File: config.mk
export PLATFORM = sky130hd
export DESIGN_NAME = cal_alarm_ctrl
export DESIGN_NICKNAME = d
export VERILOG_FILES = /design/src/rtl/cal_alarm_pkg.sv /design/src/rtl/cal_alarm_match.sv /design/src/rtl/cal_sr_clear.sv /design/src/rtl/cal_alarm_ctrl.sv
export SDC_FILE = /design/constraint.sdc
export NUM_CORES = 1
export LEC_CHECK = 0
export ABC_AREA = 1
export ABC_CLOCK_PERIOD_IN_PS = 1400
export BUFFER_PORTS_ARGS = -buffer_cell sky130_fd_sc_hd__buf_2
export CORE_MARGIN = 1
export CORE_UTILIZATION = 36
export DETAILED_ROUTE_END_ITERATION = 6
export PLACE_DENSITY = 0.86
export SYNTH_ARGS = -nofsm -noshare
export SYNTH_HDL_FRONTEND = slang
export SYNTH_SLANG_ARGS = --single-unit
File: constraint.sdc
create_clock -name clk_i -period 1.4 [get_ports clk_i]
set_input_delay 0.28 -clock clk_i [delete_from_list [all_inputs] [get_ports clk_i]]
set_output_delay 0.28 -clock clk_i [all_outputs]
set_load 0.05 [all_outputs]
File: src/rtl/cal_alarm_pkg.sv
package cal_alarm_pkg;
  localparam int unsigned NUM_ALM = 2;
  typedef enum logic {MODE_ONESHOT = 1'b0, MODE_REPEAT = 1'b1} alm_mode_e;
endpackage

File: src/rtl/cal_alarm_match.sv
module cal_alarm_match #(
  parameter int unsigned NF = 6,
  parameter int unsigned FW = 8,
  localparam int unsigned TW = NF * FW
) (
  input  logic [TW-1:0] time_i,
  input  logic [TW-1:0] val_i,
  input  logic [NF-1:0] cmp_i,
  output logic          hit_o
);
  logic [NF-1:0] fld_ok;

  for (genvar n = 0; n < NF; n++) begin : g_fld
    assign fld_ok[n] = !cmp_i[n] || (time_i[n*FW +: FW] == val_i[n*FW +: FW]);
  end

  assign hit_o = &fld_ok;
endmodule

File: src/rtl/cal_sr_clear.sv
module cal_sr_clear #(
  parameter int unsigned SR_BITS = 8,
  localparam int unsigned CW = $clog2(SR_BITS + 1)
) (
  input  logic clk_i,
  input  logic rst_ni,
  input  logic sr_rd_i,
  input  logic sr_scl_fall_i,
  output logic clr_o
);
  logic [CW-1:0] cnt_q;

  assign clr_o = sr_rd_i && sr_scl_fall_i && (cnt_q == CW'(SR_BITS - 1));

  always_ff @(posedge clk_i or negedge rst_ni) begin
    if (!rst_ni)                                  cnt_q <= '0;
    else if (!sr_rd_i)                            cnt_q <= '0;
    else if (sr_scl_fall_i && cnt_q != CW'(SR_BITS)) cnt_q <= cnt_q + 1'b1;
  end

  // counter never passes the clearing strobe
  p_cnt_range_r10: assert property (@(posedge clk_i) disable iff (!rst_ni)
    cnt_q <= CW'(SR_BITS));
  p_cnt_restart_r10: assert property (@(posedge clk_i) disable iff (!rst_ni)
    !sr_rd_i |=> cnt_q == '0);
endmodule

File: src/rtl/cal_alarm_ctrl.sv
module cal_alarm_ctrl
  import cal_alarm_pkg::*;
#(
  parameter int unsigned NF        = 6,
  parameter int unsigned FW        = 8,
  parameter int unsigned PULSE_CYC = 4,
  parameter int unsigned SR_BITS   = 8,
  localparam int unsigned TW = NF * FW,
  localparam int unsigned PW = $clog2(PULSE_CYC + 1)
) (
  input  logic          clk_i,
  input  logic          rst_ni,
  input  logic          tick_i,
  input  logic [TW-1:0] time_i,
  input  logic [TW-1:0] alm0_val_i,
  input  logic [NF-1:0] alm0_cmp_i,
  input  logic [TW-1:0] alm1_val_i,
  input  logic [NF-1:0] alm1_cmp_i,
  input  logic [1:0]    alm_en_i,
  input  logic          rpt_mode_i,
  input  logic          fout_en_i,
  input  logic          sr_rd_i,
  input  logic          sr_scl_fall_i,
  output logic [1:0]    flag_o,
  output logic          irq_o
);
  alm_mode_e mode;
  logic [NUM_ALM-1:0][TW-1:0] val_a;
  logic [NUM_ALM-1:0][NF-1:0] cmp_a;
  logic [NUM_ALM-1:0] hit, live, rpt_go, os_go, fire, fired_q, flag_q;
  logic [PW-1:0] pulse_q;
  logic clr;

  assign mode  = alm_mode_e'(rpt_mode_i);
  assign val_a = {alm1_val_i, alm0_val_i};
  assign cmp_a = {alm1_cmp_i, alm0_cmp_i};

  cal_sr_clear #(.SR_BITS(SR_BITS)) u_clr (
    .clk_i, .rst_ni, .sr_rd_i, .sr_scl_fall_i, .clr_o(clr)
  );

  for (genvar k = 0; k < NUM_ALM; k++) begin : g_alm
    cal_alarm_match #(.NF(NF), .FW(FW)) u_match (
      .time_i, .val_i(val_a[k]), .cmp_i(cmp_a[k]), .hit_o(hit[k])
    );

    assign live[k]  = alm_en_i[k] && !fout_en_i;
    assign os_go[k] = live[k] && mode == MODE_ONESHOT && !fired_q[k];
    // alarm 0 has priority in repeating mode
    if (k == 0) begin : g_pri
      assign rpt_go[k] = live[k] && mode == MODE_REPEAT;
    end else begin : g_sub
      assign rpt_go[k] = live[k] && mode == MODE_REPEAT && !alm_en_i[0];
    end
    assign fire[k] = tick_i && hit[k] && (rpt_go[k] || os_go[k]);

    always_ff @(posedge clk_i or negedge rst_ni) begin
      if (!rst_ni)                                   fired_q[k] <= 1'b0;
      else if (!alm_en_i[k] || mode == MODE_REPEAT)  fired_q[k] <= 1'b0;
      else if (fire[k])                              fired_q[k] <= 1'b1;
    end

    // a new match wins over a clear in the same cycle
    always_ff @(posedge clk_i or negedge rst_ni) begin
      if (!rst_ni)      flag_q[k] <= 1'b0;
      else if (fire[k]) flag_q[k] <= 1'b1;
      else if (clr)     flag_q[k] <= 1'b0;
    end
  end

  always_ff @(posedge clk_i or negedge rst_ni) begin
    if (!rst_ni)                  pulse_q <= '0;
    else if (mode != MODE_REPEAT) pulse_q <= '0;
    else if (|fire)               pulse_q <= PW'(PULSE_CYC);
    else if (pulse_q != '0)       pulse_q <= pulse_q - 1'b1;
  end

  assign flag_o = flag_q;
  assign irq_o  = (mode == MODE_REPEAT) ? (pulse_q != '0) : |flag_q;

  p_fout_block_r9: assert property (@(posedge clk_i) disable iff (!rst_ni)
    fout_en_i |-> fire == '0);
  p_override_r8: assert property (@(posedge clk_i) disable iff (!rst_ni)
    (rpt_mode_i && alm_en_i[0]) |-> !fire[1]);
  p_tick_only_r3: assert property (@(posedge clk_i) disable iff (!rst_ni)
    !tick_i |=> (flag_q & ~$past(flag_q)) == '0);
  p_clear_r10: assert property (@(posedge clk_i) disable iff (!rst_ni)
    (clr && fire == '0) |=> flag_q == '0);
  p_pulse_bound_r7: assert property (@(posedge clk_i) disable iff (!rst_ni)
    pulse_q <= PW'(PULSE_CYC));
  p_stop_r11: assert property (@(posedge clk_i) disable iff (!rst_ni)
    (rpt_mode_i && alm_en_i == 2'b00) |=> $stable(flag_q) || flag_q == '0);
endmodule

**Yosys cells after proc, flatten, opt, wreduce, memory -nomap -nowiden**

Cells that the tools add are included.

- Multiplexer cells: 13
- Add/sub/neg operators: 2
- Bitwise operators: 1
- Equal/unequal tests: 16
- Reductions and logical operators: 58

Operators with widths:

| operator | number |
|---|---|
| 8-bit equality test | 12 |
| 1-bit zero test | 17 |
| 1-bit logical AND | 16 |
| 1-bit logical OR | 16 |
| 6-bit AND reduction | 2 |
| 3-bit 2-to-1 mux | 3 |
| 1-bit 2-to-1 mux | 8 |
| 4-bit 2-to-1 mux | 2 |
| 2-bit nonzero test | 4 |
| 4-bit by 1-bit adder with 4-bit output, second input constant | 1 |
| 4-bit by 3-bit equality test with 1-bit output, second input constant | 1 |
| 4-bit inequality test, second input constant | 1 |
| 2-bit OR reduction | 2 |
| 3-bit by 1-bit inequality test with 1-bit output, second input constant | 1 |
| 3-bit nonzero test | 1 |
| 3-bit by 1-bit subtractor with 3-bit output, second input constant | 1 |
| 2-bit by 1-bit inequality test with 1-bit output, second input constant | 1 |
| 1-bit inverter | 1 |

- Input bits: 165
- Logic and storage cells: 96
- Output and inout port bits: 3
- Bits in registers: 11

**Logic depth before layout (Yosys ltp)**

- Word-level depth: 9
- Mapped depth: 13
- Depth with buffers taken out: 13

**Modules after synthesis**

Synthesis repeated with hierarchy kept, for this count alone.

- Cells, all modules: 388
- Area, all modules: 2,167.1 µm²

Modules (own cells, without submodules):

| module | sequential area each (µm²) | area each (µm²) | instances | cells each |
|---|---|---|---|---|
| cal_alarm_match | 0.0 | 744.5 | 2 | 151 |
| cal_alarm_ctrl | 175.2 | 422.9 | 1 | 56 |
| cal_sr_clear | 100.1 | 255.2 | 1 | 30 |

**Least setup slack after synthesis**

Ideal clock, no wire load.

- Path kind: register to output
- Start: register flag_q[1] (netlist: flag_o[1])
- End: output port irq_o
- Required time: 1.120 ns
- Buffers on the path: 0
- Cell stages (with the launch flop): 3
- Data arrival time: 1.547 ns
- Path slack: -0.427 ns
- Cell sequence: dfrtp_1 > nor3_1 > a31oi_1

- Cells in the longest elaborated chain, start to end: 2

Ends and longest elaborated chain:

| item | line | RTL |
|---|---|---|
| from (decl) | cal_alarm_ctrl.sv:30 | `logic [NUM_ALM-1:0] hit, live, rpt_go, os_go, fire, fired_q, flag_q;` |
| from (signal, indexed assignment) | cal_alarm_ctrl.sv:65 | `if (!rst_ni) flag_q[k] <= 1'b0;` |
| from (signal, indexed assignment) | cal_alarm_ctrl.sv:66 | `else if (fire[k]) flag_q[k] <= 1'b1;` |
| from (signal, indexed assignment) | cal_alarm_ctrl.sv:67 | `else if (clr) flag_q[k] <= 1'b0;` |
| 2-bit OR reduction | cal_alarm_ctrl.sv:79 | `assign irq_o = (mode == MODE_REPEAT) ? (pulse_q != '0) : \|flag_q;` |
| 1-bit 2-to-1 mux | cal_alarm_ctrl.sv:79 |  |
| to (decl) | cal_alarm_ctrl.sv:25 | `output logic irq_o` |

Every way passes these cells.

**Final worst setup path**

- Start: register pulse_q[0]
- End: output port irq_o

- Cells in the longest elaborated chain, start to end: 2

Ends and longest elaborated chain:

| item | line | RTL |
|---|---|---|
| from (decl) | cal_alarm_ctrl.sv:31 | `logic [PW-1:0] pulse_q;` |
| from (signal assigned) | cal_alarm_ctrl.sv:74 | `else if (\|fire) pulse_q <= PW'(PULSE_CYC);` |
| from (signal assigned) | cal_alarm_ctrl.sv:75 | `else if (pulse_q != '0) pulse_q <= pulse_q - 1'b1;` |
| 3-bit nonzero test | cal_alarm_ctrl.sv:79 |  |
| 1-bit 2-to-1 mux | cal_alarm_ctrl.sv:79 |  |

Every way passes these cells.

==> qor.yml <==
status: "completed"
clk_latency_ns: 0.24
synth_largest_type_area_fraction_pct: 26.3
slew-limit-headroom_pct: 80.6
gp_routability_congestion: 0.826
p_total_mw: 1.83
fmax_mhz: 722
area_growth_from_synthesis_to_layout_pct: 50.9
routed_wirelength_mm: 6.12
io_buffers: 167
drv_cap: 0
timing.critical_path.required_ns: 1.12
drt_drc_violations_left: 0
pre_cts_ws_ns: -0.107
grt_setup_unrepaired: "true"
hold_slack_ns: 0.275
pin_count_of_the_biggest_net_entering_global_routing: 12
numPlacedInstances: 605
avgSynthCellArea_um2: 5.76
report.final.slew_viol_count: 0
synth.yosys.warnings: 0
final-seq-area_um2: 278
cts.sinks: 11
fin_ws_ns: 0.0145
clock_tree.buffer_depth: 2
layout-drive-gt1-share_pct: 36.7
hold_path.class: "primary input to flip-flop"
cts_htree_levels: 1
setup_viol: 0
skew_ns: 0.00413
post-synth-top-count-cell: "sky130_fd_sc_hd__nand2_1"
dieWidth_um: 78.3
drtPass1Iterations: 4
yosys_register_bits: 11
area_of_the_multi_input_gates_mm2: 0.00163
globalRouteOverflowTotal: 0
dp_hpwl_mm: 5.53
num_rows: 27
grtUsageTotal_pct: 20.3
ctsRootBufferMaster: "sky130_fd_sc_hd__clkbuf_8"
finalCritPeriodShare_pct: 99.0
vias_per_cell: 4.31
start_util_pct: 37.6
post_syn_area_mm2: 0.00210
routedWlPerCell_um: 10.0
worst_slew_pin_slew_ns: 0.288
post-synth-top-area-cell: "sky130_fd_sc_hd__xnor2_1"
clock_pin_slew_on_the_worst_setup_and_hold_paths_ns: 0.05
cts_made_buffers: 3
global_route_wire_length_before_repair_mm: 10.1
cts_tree: "built"
critPathKind: "flip-flop to output pin"
yosys-top-cells-count: "142 x sky130_fd_sc_hd__nand2_1, 63 x sky130_fd_sc_hd__xnor2_1, 60 x sky130_fd_sc_hd__inv_1"
nets: 710
fin_tns_setup_ns: 0
design.core.area_mm2: 0.00557
layout_min_cycle_time_ns: 1.39
sequential_share_of_the_synthesized_area_pct: 13.1
initialDrtViolationCount: 77
netlist-cell-type-count: 24
synth_edf_count: 0
static-leakage-power_nw: 1.83
max-vdd-ir-drop_v: 0.000299
synth_fp_nets: 533
hold_viol_final: 0
detailroute.via_count: 2639
boundaryPins: 168
netlist_top_cells_area: "sky130_fd_sc_hd__xnor2_1 26%, sky130_fd_sc_hd__nand2_1 25%, sky130_fd_sc_hd__dfrtp_1 13%"
pwr_density_cell_mw_per_mm2: 578
antenna_violations_before_repair: 0
num_antenna_cells: 0
fp.dieArea_mm2: 0.00613
first_global_vias: 2504
arrival_time_at_the_worst_endpoint_ns: 1.11
instances_no_fill: 612
async_flop_share_pct: 100
dieHeight_um: 78.3
num-fill-cells: 543
final_antenna_net_count: 0
critPathCaptureType: "output pin"
synth_ff_type: "sky130_fd_sc_hd__dfrtp_1"
timing.critical_path.fanout_max: 3
critPathLaunchType: "flip-flop"
postSynthCellCount: 364
## placed cells by master (no fill, tap or decap), types with 5 or more instances in the layout
| cell | synthesis | final |
|---|---|---|
| sky130_fd_sc_hd__buf_2 | 0 | 166 |
| sky130_fd_sc_hd__nand2_1 | 142 | 142 |
| sky130_fd_sc_hd__inv_2 | 1 | 5 |
| sky130_fd_sc_hd__xnor2_1 | 63 | 63 |
| sky130_fd_sc_hd__xor2_1 | 11 | 11 |
| sky130_fd_sc_hd__inv_1 | 60 | 56 |
| sky130_fd_sc_hd__dfrtp_1 | 11 | 9 |
| sky130_fd_sc_hd__buf_4 | 0 | 5 |
| sky130_fd_sc_hd__nor2_1 | 34 | 34 |
## registers in the layout (all words and copies together) (netlist names)
register	cells
fired_q	2
pulse_q	3
u_clr.cnt_q	4
flag_o	2
## power breakdown
group          switching [mW]  internal, mW
Clock                   0.125         0.200
Combinational           0.552         0.566
Sequential             0.0217         0.364
## metal layers
metal  up-vias  wire length (um)  global-route usage, %
met2       110              3150                   40.9
met1      1100              2400                   20.9
met5         -                 0                      0
li1       1424                 -                      -
met4         0                59                   5.00
met3         5               512                   4.07
## final cells by class
type	instances	area share (%)
sequential	11	8.78
tap	72	2.85
clock buffer	4	1.42
inverter	62	7.35
multi-input combinational	290	51.4
timing repair buffer	173	28.2
## critical path: stages (launching register included)
cell and delay (ns):
sky130_fd_sc_hd__dfrtp_1 0.34, sky130_fd_sc_hd__inv_2 0.06, sky130_fd_sc_hd__ha_4 0.16, sky130_fd_sc_hd__a31oi_4 0.13, sky130_fd_sc_hd__buf_8 0.16
## worst paths after layout
kind	startpoint	endpoint	slack, ns	depth (start not counted)
worst max-delay path	pulse_q[0]	irq_o	0.01	4
worst min-delay path	alm_en_i[1]	fired_q[1]	0.28	3
worst max register to register	u_clr.cnt_q[0]	u_clr.cnt_q[2]	0.10	6
worst min register to register	u_clr.cnt_q[3]	u_clr.cnt_q[3]	0.51	1
max in group asynchronous	rst_ni	flag_o[0]	0.74	2
min in group asynchronous	rst_ni	pulse_q[2]	0.44	2
## per-stage QoR
step | cell area [um^2] | utilization (%)
2_1_floorplan | 2110 | -
3_3_place_gp | 3050 | 54.7
3_5_place_dp | 3050 | 54.7
4_1_cts | 3150 | 56.4
5_1_grt | 3160 | 56.8
6_report | 3160 | 56.8
## kinds of logic after synthesis
group	share of synthesized area, %
simple gates	37.8
xor+xnor	30.9
buf+inv	11.6
compound gates	4.12
flops	13.1
fa+ha+maj	2.39
## timing repair
action	in CTS	in global routing
resized for setup	7	8
hold buffers	1	0
pin swaps	1	0
buffers inserted	2	0
endpoints found under the hold margin	11	0
endpoints found under the setup margin	1	4
Note: power is estimated with default switching activity, not from simulation.
